--- config.mk ---
export PLATFORM = sky130hd
export DESIGN_NAME = enet_csr_file
export DESIGN_NICKNAME = d
export VERILOG_FILES = /design/src/rtl/enet_csr_pkg.sv /design/src/rtl/enet_csr_ctrl.sv /design/src/rtl/enet_csr_dpath.sv /design/src/rtl/enet_csr_file.sv
export SDC_FILE = /design/constraint.sdc
export NUM_CORES = 1
export LEC_CHECK = 0
export ABC_AREA = 1
export ABC_CLOCK_PERIOD_IN_PS = 1600
export CAP_MARGIN = 20
export CORE_MARGIN = 3
export CORE_UTILIZATION = 30
export CTS_CLUSTER_DIAMETER = 120
export DETAILED_ROUTE_END_ITERATION = 10
export DONT_BUFFER_PORTS = 1
export GPL_TIMING_DRIVEN = 0
export PLACE_DENSITY = 0.43
export SLEW_MARGIN = 30
export SYNTH_ARGS = -nofsm -noshare
export SYNTH_HDL_FRONTEND = slang
export SYNTH_SLANG_ARGS = --single-unit
--- constraint.sdc ---
create_clock -name clk -period 1.6 [get_ports clk]
set_input_delay 0.16 -clock clk [delete_from_list [all_inputs] [get_ports clk]]
set_output_delay 0.16 -clock clk [all_outputs]
set_load 0.03 [all_outputs]
--- src/rtl/enet_csr_pkg.sv ---
package enet_csr_pkg;
  parameter int DATA_W     = 16;
  parameter int REG_W      = 4;
  parameter int FILT_WORDS = 4;
  parameter int FLAG_N     = 7;
  parameter int BUS_W      = 3;

  localparam int FILT_W = FILT_WORDS * DATA_W;
  localparam int ADDR_W = 2 * DATA_W;

  // register numbers
  localparam logic [REG_W-1:0] REG_CSR0    = 4'd0;
  localparam logic [REG_W-1:0] REG_IADR_LO = 4'd1;
  localparam logic [REG_W-1:0] REG_IADR_HI = 4'd2;
  localparam logic [REG_W-1:0] REG_BUS     = 4'd3;
  localparam logic [REG_W-1:0] REG_FILT0   = 4'd8;
  localparam logic [REG_W-1:0] REG_PROM    = 4'd15;

  // status word bit positions
  localparam int B_INIT  = 0;
  localparam int B_STRT  = 1;
  localparam int B_STOP  = 2;
  localparam int B_TDMD  = 3;
  localparam int B_INEA  = 6;
  localparam int B_FLAG0 = 8;
  // flag index of the first error-class flag
  localparam int F_ERR0  = 3;
  // bus-control byte-swap bit
  localparam int B_BSWP  = 2;

  typedef struct packed {
    logic                  csrWr;
    logic                  iadrLoWr;
    logic                  iadrHiWr;
    logic                  busWr;
    logic [FILT_WORDS-1:0] filtWr;
    logic                  promWr;
  } csrStrobes_t;
endpackage

--- src/rtl/enet_csr_ctrl.sv ---
module enet_csr_ctrl
  import enet_csr_pkg::*;
(
  input  logic             clk,
  input  logic             rstN,
  input  logic             hostWe,
  input  logic             hostSel,
  input  logic [REG_W-1:0] addrIn,
  input  logic             stopBit,
  output logic [REG_W-1:0] regSel,
  output csrStrobes_t      strb
);
  logic                  dataWr;
  logic                  cfgWr;
  logic [FILT_WORDS-1:0] filtHit;

  always_ff @(posedge clk or negedge rstN) begin
    if (!rstN) regSel <= '0;
    else if (hostWe && hostSel) regSel <= addrIn;
  end

  assign dataWr = hostWe && !hostSel;
  // configuration writes are accepted only while stopped
  assign cfgWr  = dataWr && stopBit;

  for (genvar gi = 0; gi < FILT_WORDS; gi++) begin : g_filtHit
    assign filtHit[gi] = cfgWr && (regSel == REG_W'(REG_FILT0 + gi));
  end

  always_comb begin
    strb.csrWr    = dataWr && (regSel == REG_CSR0);
    strb.iadrLoWr = cfgWr && (regSel == REG_IADR_LO);
    strb.iadrHiWr = cfgWr && (regSel == REG_IADR_HI);
    strb.busWr    = cfgWr && (regSel == REG_BUS);
    strb.filtWr   = filtHit;
    strb.promWr   = cfgWr && (regSel == REG_PROM);
  end
endmodule

--- src/rtl/enet_csr_dpath.sv ---
module enet_csr_dpath
  import enet_csr_pkg::*;
(
  input  logic              clk,
  input  logic              rstN,
  input  csrStrobes_t       strb,
  input  logic [DATA_W-1:0] wdata,
  input  logic [REG_W-1:0]  regSel,
  input  logic              hostSel,
  input  logic [FLAG_N-1:0] evPulse,
  output logic [DATA_W-1:0] rdData,
  output logic              stopBit,
  output logic              irqOut,
  output logic              initBit,
  output logic              txOn,
  output logic              rxOn,
  output logic              txDemand,
  output logic [ADDR_W-1:0] cfgInitAddr,
  output logic [BUS_W-1:0]  cfgBusCtl,
  output logic [FILT_W-1:0] cfgFilter,
  output logic              cfgPromisc
);
  logic              strt;
  logic              inea;
  logic [FLAG_N-1:0] flags;
  logic [FLAG_N-1:0] clrMask;
  logic [FLAG_N-1:0] setMask;
  logic              stopCmd;
  logic              intr;
  logic              errSum;
  logic [DATA_W-1:0] csr0;
  logic [DATA_W-1:0] iadrLo;
  logic [DATA_W-1:0] iadrHi;
  logic [BUS_W-1:0]  busCtl;
  logic              promisc;
  logic [DATA_W-1:0] filtWord [FILT_WORDS];

  assign stopCmd = strb.csrWr && wdata[B_STOP];
  assign clrMask = strb.csrWr ? wdata[B_FLAG0 +: FLAG_N] : '0;
  // engines may raise flags only while running
  assign setMask = stopBit ? '0 : evPulse;

  always_ff @(posedge clk or negedge rstN) begin
    if (!rstN) begin
      initBit  <= 1'b0;
      strt     <= 1'b0;
      stopBit  <= 1'b1;
      txDemand <= 1'b0;
      txOn     <= 1'b0;
      rxOn     <= 1'b0;
      inea     <= 1'b0;
      flags    <= '0;
    end else if (stopCmd) begin
      initBit  <= 1'b0;
      strt     <= 1'b0;
      stopBit  <= 1'b1;
      txDemand <= 1'b0;
      txOn     <= 1'b0;
      rxOn     <= 1'b0;
      inea     <= 1'b0;
      flags    <= '0;
    end else begin
      txDemand <= strb.csrWr && wdata[B_TDMD];
      if (strb.csrWr) begin
        inea <= wdata[B_INEA];
        if (wdata[B_STRT]) begin
          strt    <= 1'b1;
          txOn    <= 1'b1;
          rxOn    <= 1'b1;
          stopBit <= 1'b0;
        end
        if (wdata[B_INIT]) begin
          initBit <= 1'b1;
          stopBit <= 1'b0;
        end
      end
      flags <= (flags & ~clrMask) | setMask;
    end
  end

  assign intr   = |flags;
  assign errSum = |flags[FLAG_N-1:F_ERR0];
  assign irqOut = intr && inea;
  assign csr0   = {errSum, flags, intr, inea, rxOn, txOn, txDemand, stopBit, strt, initBit};

  always_ff @(posedge clk or negedge rstN) begin
    if (!rstN) begin
      iadrLo  <= '0;
      iadrHi  <= '0;
      promisc <= 1'b0;
    end else begin
      if (strb.iadrLoWr) iadrLo <= wdata;
      if (strb.iadrHiWr) iadrHi <= wdata;
      if (strb.promWr) promisc <= wdata[DATA_W-1];
    end
  end

  always_ff @(posedge clk or negedge rstN) begin
    if (!rstN) busCtl <= '0;
    else if (stopCmd) busCtl[B_BSWP] <= 1'b0;
    else if (strb.busWr) busCtl <= wdata[BUS_W-1:0];
  end

  for (genvar gi = 0; gi < FILT_WORDS; gi++) begin : g_filt
    always_ff @(posedge clk or negedge rstN) begin
      if (!rstN) filtWord[gi] <= '0;
      else if (strb.filtWr[gi]) filtWord[gi] <= wdata;
    end
    assign cfgFilter[gi*DATA_W +: DATA_W] = filtWord[gi];
  end

  assign cfgInitAddr = {iadrHi, iadrLo};
  assign cfgBusCtl   = busCtl;
  assign cfgPromisc  = promisc;

  always_comb begin
    rdData = '0;
    if (hostSel) begin
      rdData = DATA_W'(regSel);
    end else begin
      case (regSel)
        REG_CSR0:    rdData = csr0;
        REG_IADR_LO: rdData = iadrLo;
        REG_IADR_HI: rdData = iadrHi;
        REG_BUS:     rdData = DATA_W'(busCtl);
        REG_PROM:    rdData = {promisc, {(DATA_W-1){1'b0}}};
        default:     rdData = '0;
      endcase
      for (int i = 0; i < FILT_WORDS; i++) begin
        if (regSel == REG_W'(REG_FILT0 + i)) rdData = filtWord[i];
      end
    end
  end
endmodule

--- src/rtl/enet_csr_file.sv ---
module enet_csr_file
  import enet_csr_pkg::*;
(
  input  logic              clk,
  input  logic              rstN,
  input  logic              hostWe,
  input  logic              hostSel,
  input  logic [DATA_W-1:0] hostWdata,
  output logic [DATA_W-1:0] hostRdata,
  input  logic [FLAG_N-1:0] evPulse,
  output logic              irqOut,
  output logic              ctlInit,
  output logic              ctlStop,
  output logic              txOn,
  output logic              rxOn,
  output logic              txDemand,
  output logic [ADDR_W-1:0] cfgInitAddr,
  output logic [BUS_W-1:0]  cfgBusCtl,
  output logic [FILT_W-1:0] cfgFilter,
  output logic              cfgPromisc
);
  csrStrobes_t      strb;
  logic [REG_W-1:0] regSel;

  enet_csr_ctrl u_ctrl (
    .clk     (clk),
    .rstN    (rstN),
    .hostWe  (hostWe),
    .hostSel (hostSel),
    .addrIn  (hostWdata[REG_W-1:0]),
    .stopBit (ctlStop),
    .regSel  (regSel),
    .strb    (strb)
  );

  enet_csr_dpath u_dpath (
    .clk         (clk),
    .rstN        (rstN),
    .strb        (strb),
    .wdata       (hostWdata),
    .regSel      (regSel),
    .hostSel     (hostSel),
    .evPulse     (evPulse),
    .rdData      (hostRdata),
    .stopBit     (ctlStop),
    .irqOut      (irqOut),
    .initBit     (ctlInit),
    .txOn        (txOn),
    .rxOn        (rxOn),
    .txDemand    (txDemand),
    .cfgInitAddr (cfgInitAddr),
    .cfgBusCtl   (cfgBusCtl),
    .cfgFilter   (cfgFilter),
    .cfgPromisc  (cfgPromisc)
  );
endmodule

==> Word-level counts from Yosys, hierarchy flattened <==
Index checks and enable logic that the tools add are counted.
{ "word_totals": {"output_inout_bits": 122, "register_bits": 116, "word_cells": 80} }
{ "op_classes": {"mux": 24, "n_eq_ne": 8, "reduce_logical": 28, "bitwise_logic": 4} }
{ "op_table": {"columns": ["operator", "n"], "rows": [
  ["$mux W16", 5],
  ["$pmux W16 S5", 1],
  ["$mux W7", 3],
  ["$eq A4 B4 Y1 const B", 5],
  ["$logic_and A1 B1 Y1", 15],
  ["$mux W1", 14],
  ["$eq A4 B2 Y1 const B", 2],
  ["$reduce_and A2 Y1", 4],
  ["$reduce_bool A2 Y1", 4],
  ["$and A7 B7 Y7", 1],
  ["$not A7 Y7", 1],
  ["$or A7 B7 Y7", 1],
  ["$reduce_or A7 Y1", 1],
  ["$eq A4 B1 Y1 const B", 1],
  ["$logic_not A4 Y1", 1],
  ["$reduce_or A4 Y1", 1],
  ["$mux W3", 1],
  ["$reduce_bool A3 Y1", 1],
  ["$logic_not A1 Y1", 1],
  ["$not A1 Y1", 1]
]} }

==> Logic depth before layout (Yosys ltp) <==
{ "depth": {"depth_word": 8, "mapped_depth": 9, "ltp_nobuf": 9} }

==> Hierarchy <==
From an unflattened synthesis, not the netlist that was laid out.
{ "unflattened": {"hier_cells": 639, "area_unflattened_um2": 5612.9} }
{ "modules_own_cells": {"columns": ["mod", "seq_area_each_um2", "cells_each", "instances", "area_each_um2"], "rows": [
  ["enet_csr_dpath", 2803.9, 595, 1, 5347.6],
  ["enet_csr_ctrl", 100.1, 44, 1, 265.3]
]} }

==> Worst setup path before layout <==
Ideal clock, no wire load.
{ "synth_path": {"path_kind": "register -> output", "from": "register u_ctrl.regSel[3]", "to": "output hostRdata[7]", "setup_slack_ps": -220, "required_time_ps": 1440, "path_stages_with_launch": 9, "arrival_time_ps": 1660, "cell_sequence": "dfrtp_1 nor2_2 buf_4 nand3_1 nand2_1 inv_1 nand3_1 nand2_1 a21oi_1"} }
{ "synth_between": {"elab_chain_cells": 7} }
{ "synth_lines": {"columns": ["item", "line", "text"], "rows": [
  ["start: declaration", "enet_csr_ctrl.sv:10", "output logic [REG_W-1:0] regSel,"],
  ["start signal: assignment", "enet_csr_ctrl.sv:19", "else if (hostWe && hostSel) regSel <= addrIn;"],
  ["$eq A4 B4 Y1 (tied with other cells)", "enet_csr_dpath.sv:121", "case (regSel)"],
  ["$pmux W16 S5", "enet_csr_dpath.sv:121", null],
  ["$mux W16 (3 in series)", "enet_csr_dpath.sv:130", "if (regSel == REG_W'(REG_FILT0 + i)) rdData = filtWord[i];"],
  ["$mux W16 (*)", "enet_csr_dpath.sv:130", null],
  ["$mux W16 (*)", "enet_csr_dpath.sv:118", "if (hostSel) begin"],
  ["end: declaration", "enet_csr_file.sv:9", "output logic [DATA_W-1:0] hostRdata,"]
]} }
Mark *: on every way between the ends. The rest lies on a longest branch, timed or not.

==> Final worst setup path <==
{ "layout_path": {"from": "register u_ctrl.regSel[2]", "to": "output hostRdata[7]"} }
The elaborated chain is that of the path after synthesis.

==> run metrics <==
status=complete, but fails checks; failing checks=negative hold slack, negative setup slack; number of diodes=0; WP data required=1440 ps; Setup WS post-layout=-509 ps; placed instance area=5770 um^2; GRT overflow=0; post-route cell area=7910 um^2; Yosys cell types=24; Clock Latency Late Sink=between 400 and 500 ps; sequential area share after synthesis=53.1%; Sw Share=roughly 44%; first-pass GRT wire length=32.3 mm; power density of the placed cells=1680 nW/um^2; final WL=22.2 mm; CTS max path bufs=2; Synth Instances=682; cell-by-cell trace of the critical path=inv_2 -> nand2_4 -> buf_4 -> nor3_4 -> a21oi_1 -> a21oi_4; LEAKAGE=0.00370 uW; Rel. slew slack=53.3%; # hold bufs at CTS=11; largest net degree at the start of global routing=roughly 120; Max H-tree Level=4; mapped cell area=5470 um^2; commonest non-fill, non-tap cells in the layout=nand2_1 (125), dfrtp_1 (113), nand2_2 (57); combinational share of power=20.7%; critical-path maximum fanout=5; clock power share=28.3%; Clock Skew=5.43 ps; via-per-instance ratio=5.17; Final Max Tran Viols=0; Post-DP HPWL=15.3 mm; Crit Path Category=reg2out; Final min period=around 2100 ps; Least-Margin Pin Slew=between 700 and 800 ps; Sink Count=116; vias in the first global route=5193; routed length per instance=22.2 um; Num CTS Buffers=17; root buf cell=clkbuf_16; share of cells above drive strength 1=35.8%; RR Startpoint=u_dpath.stopBit; most common cell after layout, fill and taps aside=nand2_1; PortBufs=0; Die Wd=roughly 140 um; initial core utilization=~31%; RSZ-0062 raised after global routing=true; Total GRT Usage=21.8%; vias=5163; Ys Warns=0; crit path capture=hostRdata[7]; Pint=7400 uW; crit share post-route=132%; core box area=17600 um^2; Worst Setup SP=u_ctrl.regSel[2]; Avg Cell Area, Syn=8.02 um^2; die outline height=141 um; hold_ws=-565 ps; Register-to-Register Path Depth=7; end-of-flow core utilization=45.0%; DRT antenna net count=0; CTS tree=built; Max Cap Viol=0; slowest stage cell, crit path=dfrtp_2; DRT iter0 DRCs=472; Max Clk Rate=474 MHz; Clock transition at path regs=roughly 60 ps; Setup crit end kind=output port; Pre-antenna DRT Iters=5; setup TNS=-12700 ps; FF-to-FF setup slack=-120 ps; peak supply drop=roughly 1.0 mV; FP Rows=48; initial antenna violation count=0; FF+latch count, synth=116; Ports=between 100 and 150; Hold Vio Cnt, Final=116; CP Launch Type=flop; critical path arrival=1950 ps; nets=between 700 and 800; DRC violation count after routing=0; DIE AREA=19900 um^2; worst hold path type=in2async; final setup fails=101; Reg power frac=51.0%; gpl congestion=0.842; Crit Reg-Reg Endpoint=u_dpath.iadrLo[4]; Psw=5910 uW; Layout area overhead=44.6%; syn nets=709; CP peak stage delay=460 ps
-- worst max-delay path: cells and delay by family (launching register included) --
kind / cells / cell delay, ps
buf+inv: 2 / 260
compound gates: 2 / 470
simple gates: 2 / 330
flops: 1 / 460
-- state kept, by name, indices dropped and copies added (netlist names) --
signal	count
u_ctrl.regSel	4
u_dpath.cfgBusCtl	3
u_dpath.cfgFilter	64
u_dpath.cfgPromisc	1
u_dpath.flags	7
u_dpath.iadrHi	16
u_dpath.iadrLo	16
u_dpath.inea	1
u_dpath.initBit	1
u_dpath.rxOn	1
u_dpath.stopBit	1
u_dpath.txDemand	1
-- power by group through the flow --
stage	registers, uW	clock network, uW	logic (uW)
2_1_floorplan	6250	0	1470
4_1_cts	6720	3820	2330
6_report	6790	3770	2750
3_5_place_dp	6740	0	1910
3_3_place_gp	6720	0	1860
5_1_grt	6960	3970	3040
-- routing by layer --
layer | wire, um | up-vias | global-route usage [%]
met1 | 9390 | 2567 | 27.9
met3 | 1990 | 21 | 8.75
met2 | 10500 | 170 | 34.3
met4 | 319 | 0 | 6.22
li1 | - | 2405 | -
met5 | 0 | - | 0
-- per-stage QoR --
stage | power, uW | instances | hold slack [ps] | setup WS, ps
finish | 13300 | 999 | -565 | -509
global route | 14000 | 999 | -580 | -603
floorplan | 7720 | 682 | -136 | -0.481
global placement | 8580 | 907 | -129 | -475
CTS | 12900 | 984 | -576 | -484
detailed placement | 8650 | 907 | -129 | -467
-- cell families after synthesis --
group                  synth area share, %
AND/OR/NAND/NOR                       23.8
AO/OA/AOI/OAI                         15.5
flip-flops                            53.1
buffers and inverters                 7.59
-- cell usage after synthesis --
cell type	number	area share, %
inv_2	2	0.14
o21ai_0	108	9.9
nand3_1	37	3.4
nand3_2	2	0.37
o21bai_1	2	0.27
nor3_1	1	0.091
buf_2	14	1.3
nor3_4	2	0.59
o21ai_1	23	2.1
o211ai_1	14	1.9
a21oi_1	12	1.1
a31oi_1	2	0.23
nand2_1	204	14
nor2_2	2	0.23
clkbuf_1	16	1.1
inv_1	64	4.4
dfrtp_1	115	53
nor2_4	4	0.82
nand2_4	1	0.21
buf_4	5	0.69
nand2_2	1	0.11
nand4_1	13	1.5
dfstp_2	1	0.48
nor2_1	37	2.5
-- how the worst min path moves through the flow --
stage / endpoint / slack (ps) / start
2_1_floorplan: u_ctrl.regSel[0] / -140 / rstN
3_3_place_gp: u_dpath.iadrHi[2] / -130 / rstN
3_5_place_dp: u_dpath.iadrHi[2] / -130 / rstN
4_1_cts: u_dpath.cfgBusCtl[0] / -580 / rstN
5_1_grt: u_dpath.flags[4] / -580 / rstN
6_report: u_dpath.rxOn / -570 / rstN
-- area by class of cell --
| cell class | count | area [um^2] |
|---|---|---|
| inverters | 66 | 255 |
| well taps | 225 | 282 |
| repair buffers | 58 | 719 |
| fillers | 1741 | 9690 |
| multi-input cells | 467 | 2750 |
| clock buffers | 22 | 474 |
| clock inverters | 10 | 105 |
| plain buffers | 35 | 414 |
| flip-flops and latches | 116 | 2910 |
-- what timing repair did --
action | in CTS | in global routing
buffers inserted | 27 | 9
setup endpoints to repair | 127 | 124
pin swaps | 21 | 18
gates resized for setup | 167 | 183
endpoints found under the hold margin | 127 | 116
gates cloned | 7 | 7
Note: power is estimated with default switching activity, not from simulation.
